==> config.mk <==
export PLATFORM = sky130hd
export DESIGN_NAME = buf_arbiter
export DESIGN_NICKNAME = d
export VERILOG_FILES = /design/src/rtl/buf_arb_pkg.sv /design/src/rtl/arb_ext_capture.sv /design/src/rtl/arb_drq_sync.sv /design/src/rtl/arb_cyc_timer.sv /design/src/rtl/buf_arbiter.sv
export SDC_FILE = /design/constraint.sdc
export NUM_CORES = 1
export LEC_CHECK = 0
export BUFFER_PORTS_ARGS = -buffer_cell sky130_fd_sc_hd__buf_2
export CAP_MARGIN = 20
export CORE_AREA = 2 2 39 41
export CTS_CLUSTER_DIAMETER = 30
export DETAILED_ROUTE_END_ITERATION = 12
export DIE_AREA = 0 0 41 43
export SLEW_MARGIN = 20
export SYNTH_ARGS = -nofsm -noshare
export SYNTH_HDL_FRONTEND = slang
export SYNTH_HIERARCHICAL = 1
export SYNTH_SLANG_ARGS = --single-unit
==> constraint.sdc <==
create_clock -name clk -period 1.5 [get_ports clk]
set_clock_uncertainty 0.15 [all_clocks]
set_input_delay 0.225 -clock clk [delete_from_list [all_inputs] [get_ports clk]]
set_output_delay 0.225 -clock clk [all_outputs]
set_load 0.01 [all_outputs]
==> src/rtl/buf_arb_pkg.sv <==
`timescale 1ns/1ps
package buf_arb_pkg;

  typedef enum logic [1:0] {
    ST_IDLE = 2'd0,
    ST_GNT  = 2'd1,
    ST_ACK  = 2'd2
  } arb_state_t;

  typedef enum logic {
    SRC_PER  = 1'b0,
    SRC_SCSI = 1'b1
  } src_t;

  // Winner of a decision: the peripheral takes ties unless it had the last cycle.
  function automatic src_t pick_src(input logic per_p, input logic scsi_p, input src_t last_src);
    if (per_p && scsi_p)
      return (last_src == SRC_PER) ? SRC_SCSI : SRC_PER;
    else if (per_p)
      return SRC_PER;
    else
      return SRC_SCSI;
  endfunction

  // Memory controls {sel_wap, mem_wr, mem_rd} for an active cycle and its direction.
  function automatic logic [2:0] mem_ctl(input logic active, input logic send);
    if (!active)
      return 3'b000;
    return send ? 3'b001 : 3'b110;
  endfunction

endpackage

==> src/rtl/arb_ext_capture.sv <==
`timescale 1ns/1ps
module arb_ext_capture (
  input  logic clk,
  input  logic rst_n,
  input  logic req_n,
  output logic req
);
  // Peripheral request captured on the falling edge, active-high inside.
  always_ff @(negedge clk or negedge rst_n) begin
    if (!rst_n) req <= 1'b0;
    else        req <= ~req_n;
  end
endmodule

==> src/rtl/arb_drq_sync.sv <==
`timescale 1ns/1ps
module arb_drq_sync #(
  parameter int STAGES = 2
) (
  input  logic clk,
  input  logic rst_n,
  input  logic d_async,
  output logic q
);
  logic [STAGES-1:0] sr;

  generate
    if (STAGES == 1) begin : g_one
      always_ff @(posedge clk or negedge rst_n) begin
        if (!rst_n) sr <= '0;
        else        sr <= d_async;
      end
    end else begin : g_chain
      always_ff @(posedge clk or negedge rst_n) begin
        if (!rst_n) sr <= '0;
        else        sr <= {sr[STAGES-2:0], d_async};
      end
    end
  endgenerate

  assign q = sr[STAGES-1];
endmodule

==> src/rtl/arb_cyc_timer.sv <==
`timescale 1ns/1ps
module arb_cyc_timer #(
  parameter int LEN = 4
) (
  input  logic clk,
  input  logic rst_n,
  input  logic run,
  output logic last
);
  localparam int CW = (LEN > 1) ? $clog2(LEN) : 1;
  localparam logic [CW-1:0] LAST_VAL = CW'(LEN - 1);

  logic [CW-1:0] cnt;

  always_ff @(posedge clk or negedge rst_n) begin
    if (!rst_n)    cnt <= '0;
    else if (!run) cnt <= '0;
    else if (!last) cnt <= cnt + 1'b1;
    else           cnt <= '0;
  end

  assign last = run && (cnt == LAST_VAL);

  a_r4_cnt_bound: assert property (@(posedge clk) disable iff (!rst_n)
    cnt <= LAST_VAL);
  a_r4_idle_clear: assert property (@(posedge clk) disable iff (!rst_n)
    !run |=> (cnt == '0));
endmodule

==> src/rtl/buf_arbiter.sv <==
`timescale 1ns/1ps
module buf_arbiter
  import buf_arb_pkg::*;
#(
  parameter int CYC_LEN     = 4,
  parameter int SYNC_STAGES = 2
) (
  input  logic clk,
  input  logic rst_n,
  input  logic ext_req_n,
  input  logic scsi_drq,
  input  logic dma_en,
  input  logic dir_send,
  output logic per_gnt,
  output logic scsi_gnt,
  output logic per_ack,
  output logic scsi_ack,
  output logic mem_rd,
  output logic mem_wr,
  output logic sel_wap
);
  arb_state_t state;
  src_t       owner;
  src_t       last_src;
  src_t       win;
  logic       cyc_send;
  logic       per_req;
  logic       scsi_req_s;
  logic       scsi_armed;
  logic       per_pend;
  logic       scsi_pend;
  logic       gnt_start;
  logic       cyc_last;
  logic       in_gnt;

  arb_ext_capture u_ext (
    .clk   (clk),
    .rst_n (rst_n),
    .req_n (ext_req_n),
    .req   (per_req)
  );

  arb_drq_sync #(.STAGES(SYNC_STAGES)) u_sync (
    .clk     (clk),
    .rst_n   (rst_n),
    .d_async (scsi_drq),
    .q       (scsi_req_s)
  );

  arb_cyc_timer #(.LEN(CYC_LEN)) u_timer (
    .clk   (clk),
    .rst_n (rst_n),
    .run   (in_gnt),
    .last  (cyc_last)
  );

  // Named decision events
  assign per_pend  = per_req;
  assign scsi_pend = scsi_req_s && scsi_armed;
  assign win       = pick_src(per_pend, scsi_pend, last_src);
  assign gnt_start = (state == ST_IDLE) && dma_en && (per_pend || scsi_pend);
  assign in_gnt    = (state == ST_GNT);

  // A SCSI request must be seen low after its grant before it counts again.
  always_ff @(posedge clk or negedge rst_n) begin
    if (!rst_n)                              scsi_armed <= 1'b1;
    else if (gnt_start && (win == SRC_SCSI)) scsi_armed <= 1'b0;
    else if (!scsi_req_s)                    scsi_armed <= 1'b1;
  end

  always_ff @(posedge clk or negedge rst_n) begin
    if (!rst_n) begin
      state    <= ST_IDLE;
      owner    <= SRC_PER;
      last_src <= SRC_SCSI;
      cyc_send <= 1'b0;
    end else begin
      unique case (state)
        ST_IDLE: if (gnt_start) begin
          state    <= ST_GNT;
          owner    <= win;
          last_src <= win;
          cyc_send <= dir_send;
        end
        ST_GNT:  if (cyc_last) state <= ST_ACK;
        ST_ACK:  state <= ST_IDLE;
        default: state <= ST_IDLE;
      endcase
    end
  end

  assign per_gnt  = in_gnt && (owner == SRC_PER);
  assign scsi_gnt = in_gnt && (owner == SRC_SCSI);
  assign per_ack  = (state == ST_ACK) && (owner == SRC_PER);
  assign scsi_ack = (state == ST_ACK) && (owner == SRC_SCSI);
  assign {sel_wap, mem_wr, mem_rd} = mem_ctl(in_gnt, cyc_send);

  // a grant only rises after DMA enable was sampled high
  a_r8_enable_gate: assert property (@(posedge clk) disable iff (!rst_n)
    $rose(per_gnt || scsi_gnt) |-> $past(dma_en));
  // tie goes to the peripheral after a SCSI cycle
  a_r5_tie_peripheral: assert property (@(posedge clk) disable iff (!rst_n)
    (gnt_start && per_pend && scsi_pend && last_src == SRC_SCSI) |=> per_gnt);
  // alternation after a peripheral cycle
  a_r6_alternate: assert property (@(posedge clk) disable iff (!rst_n)
    (gnt_start && per_pend && scsi_pend && last_src == SRC_PER) |=> scsi_gnt);
  // no preemption
  a_r7_per_hold: assert property (@(posedge clk) disable iff (!rst_n)
    (per_gnt && !cyc_last) |=> per_gnt);
  a_r7_scsi_hold: assert property (@(posedge clk) disable iff (!rst_n)
    (scsi_gnt && !cyc_last) |=> scsi_gnt);
  // acknowledge follows the grant for one cycle
  a_r4_per_ack: assert property (@(posedge clk) disable iff (!rst_n)
    $fell(per_gnt) |-> per_ack);
  a_r4_scsi_ack: assert property (@(posedge clk) disable iff (!rst_n)
    $fell(scsi_gnt) |-> scsi_ack);
  a_r4_ack_single: assert property (@(posedge clk) disable iff (!rst_n)
    (per_ack || scsi_ack) |=> !(per_ack || scsi_ack));
  // strobes and select tied to the grant
  a_r9_strobe_pair: assert property (@(posedge clk) disable iff (!rst_n)
    (per_gnt || scsi_gnt) |-> ((mem_rd != mem_wr) && (sel_wap == mem_wr)));
  a_r9_strobe_idle: assert property (@(posedge clk) disable iff (!rst_n)
    !(per_gnt || scsi_gnt) |-> !(mem_rd || mem_wr || sel_wap));
  a_r9_dir_stable: assert property (@(posedge clk) disable iff (!rst_n)
    (in_gnt && !cyc_last) |=> $stable(mem_rd));
  // exclusive grants
  a_r11_exclusive: assert property (@(posedge clk) disable iff (!rst_n)
    $onehot0({per_gnt, scsi_gnt, per_ack, scsi_ack}));
endmodule

-- Yosys cells after proc, flatten, opt, wreduce, memory -nomap -nowiden
Cells that the tools add are included.
W data, S select, Z words.
- bits in registers: 11
- bits in latches: 0
- memory bits (writable): 0
- ROM bits: 0
- bits of input ports: 6
- output and inout bits: 7
- word-level logic and storage cells: 43
- memories: 0
- $add $sub $neg: 1
- multipliers: 0
- divide/modulo/power cells: 0
- magnitude comparators: 0
- equality and inequality tests: 6
- shift operators: 0
- mux-type cells: 12
- bitwise logic cells: 2
- reductions and logical operators: 14
- operators by type and width (operator ; number):
    $logic_and A1 B1 Y1 ; 10
    $mux W2 ; 4
    $mux W3 ; 2
    $ne A2 B2 Y1 const B ; 3
    $mux W1 ; 5
    $eq A2 B2 Y1 const B ; 2
    $pmux W2 S2 ; 1
    $reduce_and A2 Y1 ; 2
    $add A2 B1 Y2 const B ; 1
    $eq A2 B1 Y1 const B ; 1
    $logic_not A2 Y1 ; 1
    $not A1 Y1 ; 2
    $logic_or A1 B1 Y1 ; 1

-- Depth between registers and ports, before layout
Gate-level depths: netlist of run 1.
- word-level depth: 5
- depth in mapped cells: 4

-- By module
The synthesis of run 1 kept the hierarchy.
- modules (own cells, without submodules) (module ; instances ; cells an instance ; area an instance (µm²) ; sequential area each (µm²)):
    buf_arbiter ; 1 ; 29 ; 314.1 ; 152.6
    arb_cyc_timer ; 1 ; 6 ; 85.1 ; 50.0
    arb_drq_sync ; 1 ; 2 ; 50.0 ; 50.0
    arb_ext_capture ; 1 ; 2 ; 28.8 ; 25.0

==> results of run 1 <==
worst max path at each step:
stage,start,to,slack (ps)
3_3_place_gp,u_ext/req,cyc_send,-360
2_1_floorplan,u_ext/req,cyc_send,-380
5_1_grt,u_ext/req,cyc_send,-410
6_report,u_ext/req,cyc_send,-390
4_1_cts,u_ext/req,cyc_send,-380
3_5_place_dp,u_ext/req,cyc_send,-380
power breakdown:
group	leakage (nW)	internal, mW	switching, mW	total, mW
sequential	0.130	0.406	0.0966	0.503
clock	0.0150	0.103	0.0867	0.189
combinational	0.188	0.247	0.214	0.460
cells in the final DEF, fill, tap and decap left out, types with 2 or more instances in the layout:
master	instances
and3b_1	2
dfstp_2	2
inv_1	2
dlygate4sd3_1	2
a31oi_1	3
buf_2	12
dfrtp_1	8
buf_4	3
buf_6	2
clkbuf_4	3
and2_1	3
nor2_1	2
routing by layer:
layer  vias up  part of all wire (%)  global-route usage [%]
met1       169                    47                    14.9
li1        177                     -                       -
met3         2                   3.9                    3.14
met5         -                     0                       0
met2         9                    48                    16.6
met4         0                   1.0                    10.0
worst register-to-register path, cell delays in order, from the launching register on:
cell,delay [ps]
dfrtn_1,340
a21o_1,160
nand2_2,80
mux2_4,290
cell type report:
class	instances	area, sq um
Clock buffer	4	26.3
Fill cell	139	719
Inverter	3	11.3
Multi-Input combinational cell	24	204
Sequential cell	11	278
Tap cell	16	20.0
Timing Repair Buffer	19	125
through the flow:
stage | util [%] | worst slack, ps | setup TNS, ps | area, sq um
floorplan | - | -385 | -662 | 478
global placement | 41.4 | -359 | -854 | 573
detailed placement | 41.4 | -378 | -939 | 573
CTS | 46.7 | -383 | -1280 | 646
global route | 48.0 | -406 | -1690 | 664
finish | 48.0 | -386 | -1270 | 664
state kept, by name, summed over array words and instances (netlist names):
signal and count:
state 2, u_ext/req 1, scsi_armed 1, u_timer/cnt 2, cyc_send 1, u_sync/sr 2
last_src 1, owner 1
cells by family (layout without fill, tap and decap cells):
logic type	after synthesis	after routing	synth area share, %
AO/OA/AOI/OAI	8	8	10.5
adder cells (fa/ha/maj)	1	1	2.62
buffers and inverters	4	26	3.93
flip-flops	11	11	58.1
multiplexers	1	1	3.14
AND/OR/NAND/NOR	14	14	21.7
what timing repair did:
item	CTS	global route
pin swaps	1	1
buffers inserted	2	0
endpoints found under the hold margin	11	0
setup endpoints to repair	10	11
cloned	0	0
gates resized for setup	5	2
hold buffers	2	0
==> flow_summary.toml, run 1 <==
[synthesis]
yosys_most_used_dff = "dfrtp_1"
syn-num-nets = 46
synth_area_per_cell_sq_um = 12.3
synthCells = 39
syn-cell-area_sq_um = 478
synth.top_cell.area_share_pct = 41.9
ys_ff_latch = 11
ys_warn_count = 6
synth-edff-count = 0
yosysSeqAreaShare_pct = 58.1
synth.most_common_cell = "dfrtp_1"
netlist_top_cells_count = "8 x dfrtp_1, 4 x a31oi_1, 3 x and2_1, 3 x inv_1"
async_flop_share_pct = 100
ys_top_cells_by_area = "dfrtp_1 42%, dfstp_2 11%, a31oi_1 5.2%"
yosysTopAreaCell = "dfrtp_1"
synth_cell_types = 21

[worst_setup_path]
startpoint_type = "flop"
critPathBufInv = 0
cp_top_family = "flip-flops"
arrival_ps = 1880
timing.rr.end = "cyc_send"
cp_slowest_cell = "dfrtn_1"
crit_fanout = 2
worstPathCellList = "a21o_1 -> nand2_2 -> mux2_4"
rrSetupSlack_ps = -390
crit_path_max_incr_delay_ps = 340
r2r_cells = 3
critPathCaptureType = "flop"
rr_startpoint = "u_ext/req"
required_ps = 1490
crit_cells = 3
path_class = "reg2reg"

[detailed_routing]
vias = 357
dr.pass1.iters = 2
wire_per_inst_um = 10.1
vias_per_cell = 4.64
remaining_drc_errors = 0
first_iter_violations = 5
final_antenna_net_count = 0
wl_um = 775

[placed_design]
gp_congestion = 0.669
dp.cells = 69
hpwl_um = 566
portBuffers = 12

[outcome]
violations = "setup timing"
status = "complete, but fails checks"

[clock_tree]
clock_path_buffers = 2
ctsHtreeMaxLevel = 1
cts_tree = "done"
cts.clk_slew.worst_paths_ps = 60
cts_sinks = 11
clk_latency_ps = 260
numCtsBuffers = 3
cts-root-buf = "clkbuf_4"

[worst_hold_path]
worstHoldEndpoint = "cyc_send"
min_path_cells = 2
hold_path_class = "in2reg"
hp-start = "dir_send"

[power]
power.density_nw_per_um2 = 1730
leakagePower_nw = 0.332
irDropWorstVdd_uv = 659
total_power_mw = 1.15

[global_routing]
antenna_found_initial = 0
track_usage_pct = 12.0
grt_max_degree = 11
grt_pass1_wl_mm = 1.37
grt_pass1_vias = 365
gr-total-overflow = 0

[sta]
worst_slack_ps = -386
grt_setup_unrepaired = "true"
setup_viol = 7
max_slew_margin_pct = 81.9
worst_pin_slew_ps = 270
hold_violations = 0
drv_slew = 0
fin_hold_ws_ps = 48.7

[floorplan]
ioPinCount = 13
die_h_um = 43
rows = 14
core_area_sq_um = 1380
dieArea_sq_um = 1760
initial_core_util_pct = 34.5
die_w_um = 41

[layout]
antenna_cells = 0
final_nets = 69
fin_cells = 77
drive_above_1_share_pct = 47.5
area_growth_pct = 39.0

[flow_run]
max_cap_violations = 0
Power figures use the tool's default switching activity.
==> run 2: changes to the inputs <==
--- a/config.mk
+++ b/config.mk
@@ -11,6 +11,7 @@
 export CTS_CLUSTER_DIAMETER = 30
 export DETAILED_ROUTE_END_ITERATION = 12
 export DIE_AREA = 0 0 41 43
+export SKIP_CTS_REPAIR_TIMING = 1
 export SLEW_MARGIN = 20
 export SYNTH_ARGS = -nofsm -noshare
 export SYNTH_HDL_FRONTEND = slang
==> flow_summary.toml, run 2 (same netlist as run 1, synthesis figures left out) <==
[clock_tree]
cts_sinks = 11
ctsHtreeMaxLevel = 1
cts-root-buf = "clkbuf_4"
numCtsBuffers = 3
clock_path_buffers = 2
clk_latency_ps = 270
cts_tree = "done"
cts.clk_slew.worst_paths_ps = 60

[worst_setup_path]
timing.rr.end = "cyc_send"
critPathBufInv = 0
path_class = "reg2reg"
cp_slowest_cell = "dfrtn_1"
critPathCaptureType = "flop"
rr_startpoint = "u_ext/req"
startpoint_type = "flop"
worstPathCellList = "a21o_1 -> nand2_2 -> mux2_4"
required_ps = 1490
arrival_ps = 1890
rrSetupSlack_ps = -390
crit_fanout = 2
r2r_cells = 3
crit_path_max_incr_delay_ps = 340
cp_top_family = "flip-flops"

[detailed_routing]
final_antenna_net_count = 0
remaining_drc_errors = 0
first_iter_violations = 1
wl_um = 758
dr.pass1.iters = 2
vias = 350
wire_per_inst_um = 9.84
vias_per_cell = 4.55

[layout]
mostFrequentLayoutCells = "12 x buf_2, 8 x dfrtp_1, 5 x buf_4, 4 x a31oi_1"
fin_cells = 77
filler_cell_count = 146
antenna_cells = 0
drive_above_1_share_pct = 47.5
area_growth_pct = 35.1
final_common_cell = "buf_2"
final_nets = 69
largestRegisters = "state: 2 flops, u_sync/sr: 2 flops, u_timer/cnt: 2 flops"

[global_routing]
grt_pass1_wl_mm = 1.30
grt_max_degree = 11
antenna_found_initial = 0
gr-total-overflow = 0
track_usage_pct = 11.4
grt_pass1_vias = 343

[floorplan]
die_h_um = 43
dieArea_sq_um = 1760
rows = 14
core_area_sq_um = 1380
initial_core_util_pct = 34.5
ioPinCount = 13
die_w_um = 41

[placed_design]
hpwl_um = 566
dp.cells = 69
portBuffers = 12
gp_congestion = 0.669
dp_slack_ps = -378

[sta]
worst_pin_slew_ps = 227
hold_violations = 0
drv_slew = 0
worst_slack_ps = -391
grt_setup_unrepaired = "true"
setup_viol = 7
fin_hold_ws_ps = 47.5
max_slew_margin_pct = 84.9

[worst_hold_path]
worstHoldEndpoint = "cyc_send"
hold_path_class = "in2reg"
hp-start = "dir_send"
min_path_cells = 2

[outcome]
status = "complete, but fails checks"
violations = "setup timing"

[flow_run]
max_cap_violations = 0

[power]
power.density_nw_per_um2 = 1760
irDropWorstVdd_uv = 654
leakagePower_nw = 0.329
total_power_mw = 1.13
[run 2: worst max-delay path by stage]
| stage | depth (start not counted) | startpoint | to | slack (ps) |
|---|---|---|---|---|
| floorplan | 3 | u_ext/req | cyc_send | -380 |
| global placement | 3 | u_ext/req | cyc_send | -360 |
| detailed placement | 3 | u_ext/req | cyc_send | -380 |
| CTS | 3 | u_ext/req | cyc_send | -390 |
| global route | 3 | u_ext/req | cyc_send | -420 |
| finish | 3 | u_ext/req | cyc_send | -390 |
[run 2: power by group]
part / internal, mW / switching, mW
logic: 0.247 / 0.201
registers: 0.406 / 0.0909
clock network: 0.103 / 0.0871
total: 0.756 / 0.379
[run 2: per-layer routing]
metal | wire length, um | global-route usage [%] | share of wire [%] | up-vias
met5 | 0 | 0 | 0 | -
met4 | 8 | 10.0 | 1.1 | 0
met2 | 379 | 15.0 | 50 | 9
met1 | 340 | 14.6 | 45 | 161
met3 | 30 | 3.14 | 4.0 | 2
li1 | - | - | - | 178
[run 2: layout make-up]
cell class | instances | area [sq um] | area share (%)
clock buffer | 4 | 26.3 | 4.07
inverter | 3 | 11.3 | 1.74
multi-input combinational | 24 | 193 | 29.8
sequential | 11 | 278 | 43.0
tap | 16 | 20.0 | 3.10
timing repair buffer | 19 | 118 | 18.2
[run 2: stage by stage]
stage | cell area (sq um) | util (%) | TNS [ps]
after global placement | 573 | 41.4 | -854
after floorplan | 478 | - | -662
after detailed placement | 573 | 41.4 | -939
after CTS | 599 | 43.3 | -1480
final | 646 | 46.7 | -981
after global routing | 646 | 46.7 | -1410
